[config.mk]
export PLATFORM = sky130hd
export DESIGN_NAME = bank_fsm_ctrl
export DESIGN_NICKNAME = d
export VERILOG_FILES = /design/src/rtl/bank_chk_pkg.sv /design/src/rtl/bank_fsm_ctrl.sv
export SDC_FILE = /design/constraint.sdc
export NUM_CORES = 1
export LEC_CHECK = 0
export ABC_AREA = 1
export BUFFER_PORTS_ARGS = -buffer_cell sky130_fd_sc_hd__buf_2
export CORE_MARGIN = 2
export CORE_UTILIZATION = 30
export DETAILED_ROUTE_END_ITERATION = 8
export PLACE_DENSITY_LB_ADDON = 0.15
export SETUP_SLACK_MARGIN = 0.2
export SYNTH_ARGS = -nofsm -noshare
export SYNTH_HDL_FRONTEND = slang
export SYNTH_SLANG_ARGS = --single-unit
[constraint.sdc]
create_clock -name clk -period 1.5 [get_ports clk]
set_input_delay 0.15 -clock clk [delete_from_list [all_inputs] [get_ports clk]]
set_output_delay 0.15 -clock clk [all_outputs]
set_load 0.02 [all_outputs]
[src/rtl/bank_chk_pkg.sv]
package bank_chk_pkg;

  typedef enum logic [2:0] {
    BS_IDLE     = 3'd0,
    BS_OPENING  = 3'd1,
    BS_OPEN     = 3'd2,
    BS_READ     = 3'd3,
    BS_WRITE    = 3'd4,
    BS_CLOSING  = 3'd5,
    BS_READ_AC  = 3'd6,
    BS_WRITE_AC = 3'd7
  } bankState_e;

  // Lower three bits follow {rasN,casN,weN}; C_DES is chip not selected.
  typedef enum logic [3:0] {
    C_LMR = 4'b0000,
    C_REF = 4'b0001,
    C_PRE = 4'b0010,
    C_ACT = 4'b0011,
    C_WR  = 4'b0100,
    C_RD  = 4'b0101,
    C_RSV = 4'b0110,
    C_NOP = 4'b0111,
    C_DES = 4'b1000
  } cmd_e;

  typedef struct packed {
    logic loadOpen;
    logic loadClose;
    logic loadBurst;
    logic loadBurstClose;
  } timerCtl_t;

endpackage

[src/rtl/bank_fsm_ctrl.sv]
module bank_fsm_ctrl
  import bank_chk_pkg::*;
(
  input  logic       clk,
  input  logic       rst,
  input  cmd_e       cmd,
  input  logic       autoPre,
  input  logic       checkEn,
  input  logic       cntZero,
  output timerCtl_t  ctl,
  output bankState_e stateQ,
  output logic       violation
);

  bankState_e effState;
  bankState_e nextState;
  logic       isQuiet;
  logic       allowed;
  logic       accept;
  logic       illegal;
  logic       vioQ;

  // State the bank reaches at this edge once an expiring window is applied.
  always_comb begin
    effState = stateQ;
    if (cntZero) begin
      case (stateQ)
        BS_OPENING, BS_READ, BS_WRITE:       effState = BS_OPEN;
        BS_CLOSING, BS_READ_AC, BS_WRITE_AC: effState = BS_IDLE;
        default:                             effState = stateQ;
      endcase
    end
  end

  always_comb begin
    isQuiet = (cmd == C_NOP) || (cmd == C_DES);
    case (effState)
      BS_IDLE:
        allowed = isQuiet || (cmd == C_ACT) || (cmd == C_REF) || (cmd == C_LMR);
      BS_OPEN, BS_READ, BS_WRITE:
        allowed = isQuiet || (cmd == C_RD) || (cmd == C_WR) || (cmd == C_PRE);
      default:
        allowed = isQuiet;
    endcase
    accept  = checkEn && allowed && !isQuiet;
    illegal = checkEn && !allowed;
  end

  always_comb begin
    nextState = effState;
    ctl       = '0;
    if (accept) begin
      case (cmd)
        C_ACT: begin
          nextState    = BS_OPENING;
          ctl.loadOpen = 1'b1;
        end
        C_RD: begin
          if (autoPre) begin
            nextState          = BS_READ_AC;
            ctl.loadBurstClose = 1'b1;
          end else begin
            nextState     = BS_READ;
            ctl.loadBurst = 1'b1;
          end
        end
        C_WR: begin
          if (autoPre) begin
            nextState          = BS_WRITE_AC;
            ctl.loadBurstClose = 1'b1;
          end else begin
            nextState     = BS_WRITE;
            ctl.loadBurst = 1'b1;
          end
        end
        C_PRE: begin
          nextState     = BS_CLOSING;
          ctl.loadClose = 1'b1;
        end
        default: nextState = BS_IDLE;
      endcase
    end
  end

  always_ff @(posedge clk) begin
    if (rst) begin
      stateQ <= BS_IDLE;
      vioQ   <= 1'b0;
    end else begin
      stateQ <= nextState;
      vioQ   <= illegal;
    end
  end

  assign violation = vioQ;

endmodule

==> results.txt, run 1 <==
----------------------------------------------------
[Timing]
  Highest attainable clock frequency ... 635.9 MHz
  Final Worst Setup Slack ... -0.07263 ns
  Setup repair after global routing missed its margin ... yes
  Setup violators final ... 2
  Final setup TNS ... -0.08246 ns
  Worst slew pin tran ... 0.2889 ns
  Post-route minimum period ... 1.573 ns
  Pins over their slew limit ... 0
  Hold violation total from the final report ... 0
  Largest clock skew in the final design ... 0.01177 ns
  Worst relative slew slack ... 0.8067
  Final critical-path share of the clock period ... 1.048

[Clock network]
  Hold Buf Count CTS ... 0
  Clock tree sinks ... 4
  Clock network latency to the later pin of the worst-skew pair ... 0.25 ns
  Number of clock buffers inserted by TritonCTS ... 3
  TritonCTS clock tree ... done
  Root buffer cell ... clkbuf_4
  Max Root-Sink Buffers ... 2
  Level count of the clock H-tree ... 1
  Clock transition at the registers of the reported paths ... 0.04 ns

[Cells and area]
  ANT cells ... 0
  Layout cells sized above 1 ... 0.5273
  Final standard cell area without fillers ... 755.7 um2
  Most frequent cells in the layout ... nand2_1, buf_2, inv_1, buf_4, nor2_1
  Core Util, Final ... 0.5736
  Final net count ... 120
  Most frequent standard cell in the layout excluding fill and tap cells ... nand2_1
  Area growth syn-to-layout ... 75.07%

[Outcome]
  Violations in the final reports ... negative setup slack
  Result of the run ... finished, violations left

[GRT]
  Pin count of the biggest net entering global routing ... 7
  First-pass GRT wire length ... 1.828 mm
  Number of global-route vias before repair ... 460
  Antenna violations before repair ... 0
  Tot GR Track Use ... 0.1417
  Leftover overflow at the end of global routing ... 0

[Worst setup path]
  Worst setup EP type ... output pin
  Largest fanout on the critical path ... 5
  Required time of the critical path ... 1.35 ns
  Critical path arrival ... 1.42 ns
  Crit Path Category ... reg -> out
  Launching element type of the critical path ... register

[Placement]
  Last weighted congestion value of the routability-driven placer ... 0.8194
  Number of buffers added on ports ... 16
  Estimated wirelength of the detail-placed design ... 837.9 um
  Area post-placement ... 626.9 um2

[Logic synthesis]
  Number of distinct standard cells referenced by the synthesized netlist ... 16
  Post-synthesis instance total ... 79
  Synthesized cell area ... 431.7 um2
  Synth Register Bits ... 4
  Part of the Yosys area used for sequential elements ... 0.1855
  Warnings, synthesis ... 0
  Average cell area after synthesis ... 5.464 um2
  Post-Syn Nets ... 88

[Die]
  Number of top-level pins ... 17
  Die span in x ... 41.93 um
  Area of the core region ... 1318 um2
  Die area ... 1758 um2
  Starting utilization of the core area ... 0.3276
  Die Y-Extent ... 41.93 um
  Num rows ... 13

[Detailed routing]
  WL per Instance ... 8.880 um
  Number of violations reported at the end of detailed-routing iteration 0 ... 14
  Detailed-route DRC error count ... 0
  DRT antenna net count ... 0
  Initial DRT Pass Iterations ... 4
  Final wirelength ... 1.110 mm
  Via count ... 556
  Via density ... 4.448

[Power and ir drop]
  Ratio of total power to cell area ... 767.8 nW/um2
  VDD IR max ... 0.5097 mV
  Leakage power of the design ... 0.4336 nW

[Job]
  Max-cap violations ... 0

[Worst hold path]
  HP Class ... in -> reg

----------------------------------------------------
==> flip-flops by register name (all words and copies together), names as in the netlist <==
signal,flops
violation,1
stateQ,3
==> synth_stat cells (all sizes together) <==
master / instances / area [um2]
dfxtp: 4 / 80.08
nand2: 29 / 121.4
nand4: 3 / 18.77
nand3: 8 / 52.55
a31oi: 1 / 6.260
nor2: 15 / 73.82
a21oi: 1 / 5.000
o211ai: 1 / 7.510
nor3: 2 / 10.01
inv: 15 / 56.30
==> stage by stage <==
| step | instances | hold WS, ns | setup slack [ns] | total power [W] |
|---|---|---|---|---|
| after floorplan | 79 | 0.3203 | 0.1862 | 0.0002926 |
| after global placement | 116 | 0.4219 | 0.1121 | 0.0003749 |
| after detailed placement | 116 | 0.4217 | 0.09767 | 0.0003748 |
| after CTS | 123 | 0.1534 | -0.09851 | 0.0005541 |
| after global routing | 125 | 0.1803 | -0.1585 | 0.0006282 |
| final | 125 | 0.1622 | -0.07263 | 0.0005803 |
==> layer usage <==
metal,vias to the layer above,track usage,wire length [um]
met1,238,0.1763,530
met4,0,0.09677,13
met5,-,0,0
li1,307,-,-
met2,9,0.1906,523
met3,2,0.06522,43
==> power breakdown <==
part | total, W | leakage (nW) | switching [W] | internal [W]
logic | 0.000297 | 0.384 | 0.000169 | 0.000129
registers | 0.000131 | 0.0349 | 0.00000884 | 0.000122
clock network | 0.000152 | 0.0150 | 0.0000519 | 0.000100
total | 0.000580 | 0.434 | 0.000229 | 0.000351
==> timing repair <==
| action | CTS | global route |
|---|---|---|
| buffers inserted | 3 | 2 |
| pin swaps | 6 | 9 |
| gates resized for setup | 7 | 13 |
| endpoints found under the setup margin | 4 | 8 |
| hold endpoints to repair | 0 | 0 |
==> final timing paths <==
kind                        startpoint                   end  slack, ns  cells after the start
setup reg to reg  stateQ[0]$_SDFF_PP0_  stateQ[0]$_SDFF_PP0_       0.14                     12
hold reg to reg   stateQ[2]$_SDFF_PP0_  stateQ[2]$_SDFF_PP0_       0.62                      4
hold / removal                     rst  stateQ[2]$_SDFF_PP0_       0.16                      4
setup / recovery  stateQ[0]$_SDFF_PP0_                ctl[0]      -0.07                      9
==> final cells by class <==
cell class	count	area, um2
repair buffers	27	187.7
inverters	15	56.30
clock buffers	4	26.28
fillers	136	561.8
multi-input cells	60	375.4
flip-flops and latches	4	91.34
well taps	15	18.77
==> logic make-up after synthesis <==
| group | Yosys count | synth area share |
|---|---|---|
| flops | 4 | 0.1855 |
| simple gates | 57 | 0.6406 |
| compound gates | 3 | 0.04348 |
| buf+inv | 15 | 0.1304 |
==> critical path: stages (launching register included) <==
cell and delay (ns):
dfxtp_4 0.34, nand2_2 0.07, nand2_2 0.07, nand2_2 0.06, nand2_4 0.08, nand2_4 0.05
nand2_4 0.07, nand3_4 0.11, nor3_4 0.20, buf_6 0.13
(Power assumes the default switching activity.)
==> run 2: changes to the inputs <==
==> constraint.sdc (replaced) <==
create_clock -name clk -period 1.6 [get_ports clk]
set_input_delay 0.16 -clock clk [delete_from_list [all_inputs] [get_ports clk]]
set_output_delay 0.16 -clock clk [all_outputs]
set_load 0.05 [all_outputs]
==> run 2 against run 1 <==
  * The flow still finishes with violations (negative setup slack)
  * Die area is the same
  * Critical path type unchanged
  * Largest cell class unchanged
  * Register-to-register slack improved by 0.05 ns
  * Power fell by 5.3%
  * Routed wire length is 1.7% lower
  * Sequential power shrank 8%
  * Via count rose by 0.54%
==> results.txt, run 2 (same netlist as run 1, synthesis figures left out) <==
----------------------------------------------------
[Cells and area]
  Layout cells sized above 1 ... 0.4587
  Final standard cell area without fillers ... 723.2 um2
  Top register by number of flip-flops ... stateQ
  Area growth syn-to-layout ... 67.54%
  ANT cells ... 0
  Final net count ... 119
  Most frequent standard cell in the layout excluding fill and tap cells ... nand2_1
  Most frequent cells in the layout ... nand2_1, inv_1, buf_2, nor2_1, buf_4
  Area of the multi-input gates ... 350.3 um2
  Number of fillers in the final layout ... 142
  Area used by sequential logic in the layout ... 91.34 um2
  Number of flip-flops under the largest register name ... 3

[Detailed routing]
  Via density ... 4.508
  Number of violations reported at the end of detailed-routing iteration 0 ... 19
  WL per Instance ... 8.798 um
  DRT antenna net count ... 0
  Via count ... 559
  Final wirelength ... 1.091 mm
  Detailed-route DRC error count ... 0
  Initial DRT Pass Iterations ... 4

[Outcome]
  Result of the run ... finished, violations left
  Violations in the final reports ... negative setup slack

[Timing]
  Largest clock skew in the final design ... 0.01187 ns
  Worst relative slew slack ... 0.8167
  Hold violation total from the final report ... 0
  Pins over their slew limit ... 0
  Setup repair after global routing missed its margin ... yes
  Tightest hold margin ... 0.1745 ns
  Highest attainable clock frequency ... 607.6 MHz
  Setup violators final ... 1
  Worst slew pin tran ... 0.2739 ns
  Final Worst Setup Slack ... -0.04574 ns
  Post-route minimum period ... 1.646 ns
  Final critical-path share of the clock period ... 1.029

[Placement]
  Number of buffers added on ports ... 16
  Estimated wirelength of the detail-placed design ... 889.5 um
  Area post-placement ... 649.4 um2
  Last weighted congestion value of the routability-driven placer ... 0.7800

[Worst setup path]
  Setup slack on the worst flop-to-flop path ... 0.19 ns
  Required time of the critical path ... 1.44 ns
  Worst setup EP type ... output pin
  Worst-case reg-to-reg path depth ... 11
  Launching element type of the critical path ... register
  Critical path arrival ... 1.49 ns
  Largest fanout on the critical path ... 5
  Crit Path Category ... reg -> out

[Power and ir drop]
  Part of the power in registers ... 0.220
  VDD IR max ... 0.4649 mV
  Switching power ... 0.0002352 W
  Ratio of total power to cell area ... 760.0 nW/um2
  Clock Power Share ... 0.262
  Portion of total power attributed to combinational logic ... 0.517
  Cell internal pwr ... 0.0003144 W
  Leakage power of the design ... 0.4160 nW
  Switching power share of the total ... 0.4280

[Clock network]
  Root buffer cell ... clkbuf_4
  Hold Buf Count CTS ... 0
  TritonCTS clock tree ... done
  Max Root-Sink Buffers ... 2
  Level count of the clock H-tree ... 1
  Clock tree sinks ... 4
  Clock transition at the registers of the reported paths ... 0.05 ns
  Number of clock buffers inserted by TritonCTS ... 3
  Clock network latency to the later pin of the worst-skew pair ... 0.25 ns

[GRT]
  Antenna violations before repair ... 0
  Number of global-route vias before repair ... 493
  GR Layer Usage met2 ... 0.2156
  Leftover overflow at the end of global routing ... 0
  First-pass GRT wire length ... 1.987 mm
  Routing usage on met1 ... 0.1916
  Tot GR Track Use ... 0.1461
  Layer with the highest usage after global routing ... met2
  GRT met3 Usage ... 0.05217
  Pin count of the biggest net entering global routing ... 7

[Die]
  Die area ... 1758 um2
  Number of top-level pins ... 17
  Die span in x ... 41.93 um
  Die Y-Extent ... 41.93 um
  Area of the core region ... 1318 um2
  Num rows ... 13
  Starting utilization of the core area ... 0.3276

[Worst hold path]
  HP Class ... in -> reg
  Worst hold path depth ... 4

[Job]
  Max-cap violations ... 0

----------------------------------------------------
==> run 2: cell types whose count changed in the layout (fill, tap and decap cells not counted), moves of 2 or more <==
cell,delta
inv_1,+3
inv_2,-3
nand2_4,-3
nor2_2,-3
nand2_1,+2
nor2_4,+2
==> run 2: path summary, 6_finish.rpt <==
path / startpoint / endpoint
max: stateQ[1]$_SDFF_PP0_ / ctl[0]
min reg2reg: stateQ[0]$_SDFF_PP0_ / stateQ[0]$_SDFF_PP0_
max reg2reg: stateQ[1]$_SDFF_PP0_ / stateQ[2]$_SDFF_PP0_
min: rst / stateQ[1]$_SDFF_PP0_
==> run 2: cell type report <==
class                           count  area share
Clock buffer                        4     0.03633
Inverter                           15     0.07785
Multi-Input combinational cell     60      0.4844
Sequential cell                     4      0.1263
Tap cell                           15     0.02595
Timing Repair Buffer               26      0.2491
==> run 2: power groups by stage <==
stage,clock [W],sequential (W),combinational [W]
after floorplan,0,0.000166,0.000140
after global placement,0,0.000123,0.000268
after detailed placement,0,0.000123,0.000268
after CTS,0.000153,0.000121,0.000283
after global routing,0.000160,0.000122,0.000313
final,0.000144,0.000121,0.000284
==> run 2: metrics by stage <==
step	cells	power, W	setup TNS [ns]	utilization	worst slack, ns
6_report	124	0.0005496	-0.04574	0.5489	-0.04574
3_3_place_gp	118	0.0003910	0	0.4929	0.09577
4_1_cts	124	0.0005574	-0.07427	0.5451	-0.05885
3_5_place_dp	118	0.0003905	0	0.4929	0.06771
2_1_floorplan	79	0.0003065	-0.02281	-	-0.02281
5_1_grt	124	0.0005960	-0.2508	0.5489	-0.1419
==> run 2: routing by layer <==
layer  share of wire  wire length (um)
met3           0.031                34
met2            0.48               523
met5               0                 0
met4          0.0073                 8
met1            0.48               525
==> run 2: worst max-delay path: stages (launching register included) <==
cell and delay, ns:
dfxtp_4 0.33, inv_1 0.06, nand3_1 0.09, nand2_2 0.11, nand2_2 0.07, nand2_4 0.07
nand3_4 0.13, nor3_4 0.21, buf_6 0.17
==> run 2: repair_timing <==
| item | CTS | global route |
|---|---|---|
| hold endpoints to repair | 0 | 0 |
| endpoints found under the setup margin | 4 | 6 |
| setup buffers | 2 | 0 |
| gates resized for setup | 9 | 1 |
| pin swaps | 3 | 2 |
